$ cat src/rtl/cbu_pkg.sv
package cbu_pkg;
  localparam int XLEN = 32;
  localparam int REGW = 5;

  typedef enum logic [3:0] {
    OP_NONE = 4'd0,
    OP_CMP  = 4'd1,
    OP_BEQ  = 4'd2,
    OP_BNE  = 4'd3,
    OP_BLT  = 4'd4,
    OP_BGE  = 4'd5,
    OP_BLE  = 4'd6,
    OP_BGT  = 4'd7,
    OP_JMP  = 4'd8,
    OP_JAL  = 4'd9,
    OP_SYS  = 4'd10
  } cbu_op_e;

  typedef struct packed {
    logic [XLEN-1:0] next_pc;
    logic            link_we;
    logic [XLEN-1:0] link_data;
    logic            trap;
  } cbu_res_t;
endpackage

$ cat src/rtl/cbu_flags.sv
module cbu_flags #(
  parameter int W = 32
) (
  input  logic         clk,
  input  logic         rst_n,
  input  logic         upd,
  input  logic [W-1:0] opa,
  input  logic [W-1:0] opb,
  output logic         flag_n,
  output logic         flag_z
);
  always_ff @(posedge clk or negedge rst_n) begin
    if (!rst_n) begin
      flag_n <= 1'b0;
      flag_z <= 1'b0;
    end else if (upd) begin
      flag_z <= (opa == opb);
      flag_n <= (opa < opb);
    end
  end
endmodule

$ cat src/rtl/cbu_cond.sv
module cbu_cond
  import cbu_pkg::*;
(
  input  cbu_op_e op,
  input  logic    flag_n,
  input  logic    flag_z,
  output logic    is_branch,
  output logic    take
);
  always_comb begin
    is_branch = 1'b1;
    take      = 1'b0;
    unique case (op)
      OP_BEQ:  take = flag_z;
      OP_BNE:  take = !flag_z;
      OP_BLT:  take = flag_n;
      OP_BGE:  take = !flag_n;
      OP_BLE:  take = flag_z || flag_n;
      OP_BGT:  take = !flag_z && !flag_n;
      default: is_branch = 1'b0;
    endcase
  end
endmodule

$ cat src/rtl/cbu_target.sv
module cbu_target
  import cbu_pkg::*;
#(
  parameter int W = 32
) (
  input  cbu_op_e      op,
  input  logic         is_branch,
  input  logic         take,
  input  logic [W-1:0] opa,
  input  logic [W-1:0] imm,
  input  logic [W-1:0] pc,
  output logic [W-1:0] next_pc,
  output logic         link_we,
  output logic [W-1:0] link_data,
  output logic         trap
);
  localparam logic [W-1:0] STEP = W'(4);

  logic [W-1:0] seq_pc;
  logic [W-1:0] br_pc;

  assign seq_pc    = pc + STEP;
  assign br_pc     = pc + {imm[W-3:0], 2'b00};
  assign link_data = seq_pc;

  always_comb begin
    next_pc = seq_pc;
    link_we = 1'b0;
    trap    = 1'b0;
    if (is_branch) begin
      if (take) next_pc = br_pc;
    end else begin
      case (op)
        OP_JMP: next_pc = opa;
        OP_JAL: begin
          next_pc = opa;
          link_we = 1'b1;
        end
        OP_SYS:  trap = 1'b1;
        default: ;
      endcase
    end
  end
endmodule

$ cat src/rtl/cbu_branch_unit.sv
module cbu_branch_unit
  import cbu_pkg::*;
#(
  parameter int W        = XLEN,
  parameter int RW       = REGW,
  parameter int LINK_REG = 31
) (
  input  logic          clk,
  input  logic          rst_n,
  input  logic          in_valid,
  output logic          in_ready,
  input  logic [3:0]    in_op,
  input  logic [W-1:0]  in_rega,
  input  logic [W-1:0]  in_regb,
  input  logic [W-1:0]  in_imm,
  input  logic [W-1:0]  in_pc,
  output logic          out_valid,
  input  logic          out_ready,
  output logic [W-1:0]  out_next_pc,
  output logic          out_link_we,
  output logic [RW-1:0] out_link_reg,
  output logic [W-1:0]  out_link_data,
  output logic          out_trap
);
  cbu_op_e      op;
  logic         accept;
  logic         flag_n, flag_z;
  logic         is_branch, take;
  logic [W-1:0] nx_pc, nx_link;
  logic         nx_we, nx_trap;

  assign op       = cbu_op_e'(in_op);
  assign in_ready = !out_valid || out_ready;
  assign accept   = in_valid && in_ready;

  cbu_flags #(.W(W)) u_flags (
    .clk    (clk),
    .rst_n  (rst_n),
    .upd    (accept && (op == OP_CMP)),
    .opa    (in_rega),
    .opb    (in_regb),
    .flag_n (flag_n),
    .flag_z (flag_z)
  );

  cbu_cond u_cond (
    .op        (op),
    .flag_n    (flag_n),
    .flag_z    (flag_z),
    .is_branch (is_branch),
    .take      (take)
  );

  cbu_target #(.W(W)) u_target (
    .op        (op),
    .is_branch (is_branch),
    .take      (take),
    .opa       (in_rega),
    .imm       (in_imm),
    .pc        (in_pc),
    .next_pc   (nx_pc),
    .link_we   (nx_we),
    .link_data (nx_link),
    .trap      (nx_trap)
  );

  always_ff @(posedge clk or negedge rst_n) begin
    if (!rst_n) begin
      out_valid     <= 1'b0;
      out_next_pc   <= '0;
      out_link_we   <= 1'b0;
      out_link_data <= '0;
      out_trap      <= 1'b0;
    end else if (accept) begin
      out_valid     <= 1'b1;
      out_next_pc   <= nx_pc;
      out_link_we   <= nx_we;
      out_link_data <= nx_link;
      out_trap      <= nx_trap;
    end else if (out_ready) begin
      out_valid <= 1'b0;
    end
  end

  assign out_link_reg = RW'(LINK_REG);
endmodule

$ cat config.mk
export PLATFORM = sky130hd
export DESIGN_NAME = cbu_branch_unit
export DESIGN_NICKNAME = d
export VERILOG_FILES = /design/src/rtl/cbu_pkg.sv /design/src/rtl/cbu_flags.sv /design/src/rtl/cbu_cond.sv /design/src/rtl/cbu_target.sv /design/src/rtl/cbu_branch_unit.sv
export SDC_FILE = /design/constraint.sdc
export NUM_CORES = 1
export LEC_CHECK = 0
export ABC_AREA = 1
export BUFFER_PORTS_ARGS = -buffer_cell sky130_fd_sc_hd__clkbuf_2
export CAP_MARGIN = 20
export CORE_UTILIZATION = 30
export DETAILED_ROUTE_END_ITERATION = 6
export PLACE_DENSITY = 0.53
export SKIP_CTS_REPAIR_TIMING = 1
export SLEW_MARGIN = 20
export SYNTH_ARGS = -nofsm -noshare
export SYNTH_HDL_FRONTEND = slang
export SYNTH_SLANG_ARGS = --single-unit
$ cat constraint.sdc
create_clock -name clk -period 3.2 [get_ports clk]
set_input_delay 0.32 -clock clk [delete_from_list [all_inputs] [get_ports clk]]
set_output_delay 0.32 -clock clk [all_outputs]
set_load 0.02 [all_outputs]
==> impl_metrics.py <==
metrics = {
    "run_status": {
        "status": "completed",
    },
    "drt": {
        "detail-route-antenna-nets": 0,
        "wl_per_cell_microns": 15.7,
        "firstDrtPassIters": 5,
        "drt_iter0_markers": 493,
        "drc": 0,
        "via_count": 8363,
        "post_drt_via_cell_ratio": 4.75,
        "routed_wl_microns": 27600,
    },
    "global_routing": {
        "antenna_found_initial": 1,
        "grtUsageTotal_pct": 21.9,
        "overflow": 0,
        "grt_pass1_wl_microns": 43000,
        "grt_max_degree": 83,
        "grt_pass1_vias": 7803,
    },
    "timing": {
        "fin_hold_ws_ps": 194,
        "totalNegativeSetupSlack_ps": 0,
        "hold_viol_final": 0,
        "fin_crit_ps": 2140,
        "rsz0062_at_grt": "false",
        "finalSetupViolCount": 0,
        "worst_slack_ps": 1060,
        "fin_crit_sh_pct": 66.9,
        "relSlewSlack_pct": 34.5,
        "fin_worst_skew_ps": 7.46,
        "fmax_ghz": 0.467,
        "worstMarginPinSlew_ps": 982,
        "slew_violations": 0,
    },
    "floorplan": {
        "fp.dieH_microns": 159,
        "die_x_microns": 159,
        "io-pin-count": 209,
        "initial_utilization_pct": 30.5,
        "rows": 57,
        "core_area_sq_um": 24200,
        "die_area_sq_um": 25300,
    },
    "placement": {
        "io_buffers": 201,
        "pre_cts_slack_ps": 747,
        "gp_congestion": 0.919,
        "place_inst": 1746,
        "dp_hpwl_microns": 22800,
    },
    "cts": {
        "clk_transition_reported_paths_ps": 60,
        "clock_tree.root_cell": "clkbuf_16",
        "cts_tree": "done",
        "cts_buffer_depth": 2,
        "cts_buffers": 9,
        "cts.htree.levels": 3,
        "cts_sinks": 69,
        "clock_latency_ps": 330,
    },
    "hold_path": {
        "hold_end": "out_link_data[0]$_DFFE_PN0P_",
        "hold_depth": 3,
        "hp-class": "in -> reg",
        "hold_start": "in_pc[0]",
    },
    "yosys": {
        "ys_ff_latch": 69,
        "yosysTopAreaCellShare_pct": 23.3,
        "netlist_instances": 1241,
        "yosysTopAreaCell": "dfrtp_1",
        "synth_cell_types": 42,
        "syn_avg_cell_area_sq_um": 5.97,
        "syn-cell-area_sq_um": 7410,
        "yosysWarnings": 0,
        "synth_area_leaders": "dfrtp_1 23%, nand2_1 20%, ha_1 10%, inv_1 9.2%, nor2_1 7.8%",
        "ys_seq_area_share_pct": 23.3,
    },
    "setup_path": {
        "slowest_stage": "fa_1",
        "r2r-end": "out_next_pc[19]$_DFFE_PN0P_",
        "worst_setup_path_start_kind": "primary input",
        "worstSetupPathType": "in -> reg",
        "cp.required_ps": 3460,
        "slowest_delay_ps": 460,
        "r2r_slack_ps": 1140,
        "crit_fanout": 6,
        "r2r_cells": 8,
        "crit_chain": "clkbuf_2 > ha_1 > fa_1 > nand3_1 > nand3_1 > a21oi_1 > nor2_1 > nor2_1 > nand2_1 > nand3_1 > nand3_1 > a21oi_1",
        "rr_startpoint": "u_flags.flag_z$_DFFE_PN0P_",
        "crit_top_cell": "nand3_1",
        "endpoint_kind": "flip-flop",
        "worstPathArrival_ps": 2400,
    },
    "finish": {
        "antenna_cells": 0,
        "seqCellArea_sq_um": 1730,
        "drive_gt1_share_pct": 17.5,
        "multi_input_area_sq_um": 4850,
        "nets": 1632,
        "layout.cells.non_filler": 1762,
        "area_growth_syn_to_layout_pct": 22.6,
        "fillers": 2785,
    },
    "pwr": {
        "p_leak_nw": 5.13,
        "power_density_nw_per_um2": 391,
        "peakVddDrop_mv": 0.211,
    },
    "run": {
        "maxCapViolCount": 0,
    },
}
## layout by cell type, fill, tap and decap left out, types with 10 or more instances in the layout
cell,n
a21oi_1,93
a31oi_1,21
clkbuf_2,200
dfrtp_1,69
ha_1,62
inv_1,181
nand2_1,398
nand3_1,97
nand3b_1,10
nand4_1,10
nor2_1,153
o21ai_0,37
xor2_1,12
## worst max-delay path by stage
stage | slack, ps | cells past startpoint | to | start
floorplan | 1260 | 11 | out_next_pc[10]$_DFFE_PN0P_ | in_imm[0]
global placement | 780 | 12 | out_next_pc[16]$_DFFE_PN0P_ | in_pc[2]
CTS | 1090 | 12 | out_next_pc[16]$_DFFE_PN0P_ | in_pc[2]
detailed placement | 750 | 12 | out_next_pc[16]$_DFFE_PN0P_ | in_pc[2]
global route | 930 | 12 | out_next_pc[16]$_DFFE_PN0P_ | in_pc[2]
finish | 1060 | 12 | out_next_pc[16]$_DFFE_PN0P_ | in_pc[2]
## power by group
| part | internal (mW) | total (mW) | switching [mW] |
|---|---|---|---|
| Combinational | 0.459 | 1.36 | 0.899 |
| Sequential | 1.01 | 1.10 | 0.0884 |
| Clock | 0.683 | 1.09 | 0.411 |
## worst max-delay path, delay by kind of cell
kind                     cells  cell delay [ps]
AO/OA/AOI/OAI                2              460
AND/OR/NAND/NOR              7              730
buffers and inverters        1              150
adder cells (fa/ha/maj)      2              740
## through the flow
| stage | util (%) | cell area (sq um) | total power [mW] |
|---|---|---|---|
| 2_1_floorplan | - | 7420 | 1.95 |
| 3_3_place_gp | 36.1 | 8760 | 2.46 |
| 3_5_place_dp | 36.1 | 8760 | 2.47 |
| 4_1_cts | 37.4 | 9080 | 3.58 |
| 5_1_grt | 37.4 | 9080 | 3.79 |
| 6_report | 37.4 | 9080 | 3.55 |
## logic make-up (layout without fill, tap and decap cells)
group,Yosys count,count (layout),synth area share [%]
AOI/OAI and AO/OA,173,173,12.8
xor gates and xnor gates,18,18,2.13
adders and majority gates,63,63,10.7
buffers and inverters,217,410,11.5
DFF,69,69,23.3
other,1,5,0.0506
and+or+nand+nor,700,700,39.5
## Yosys cell counts (all sizes together)
cell type  instances
nand2            403
inv              182
nor2             159
nand3             99
a21oi             94
dfrtp             69
ha                62
o21ai             40
a31oi             21
buf               21
clkbuf            13
xor2              12
nor3              11
nand3b            10
nand4             10
or2                6
xnor2              6
o21a               4
o21bai             4
a211oi             2
nor3b              2
o211ai             2
o41ai              2
a21o               1
a22oi              1
clkinv             1
conb               1
fa                 1
o221ai             1
o31ai              1
## metal layers
layer / global-route usage (%) / wire length (microns)
met5: 0 / 17
met4: 4.63 / 516
met3: 3.39 / 1340
met2: 37.3 / 12800
met1: 29.1 / 12900
## area by class of cell
type                            count  share of cell area [%]
Clock buffer                       10                    2.52
Sequential cell                    69                    19.0
Multi-Input combinational cell    959                    53.4
Timing Repair Buffer              211                    12.0
Inverter                          183                    7.58
Tap cell                          324                    4.46
Clock inverter                      6                   0.965
## registers in the layout, summed over array words and instances (netlist names)
register / count
u_flags.flag_n: 1
out_trap: 1
out_link_data: 32
out_next_pc: 32
u_flags.flag_z: 1
out_valid: 1
out_link_we: 1
(Power assumes the default switching activity.)
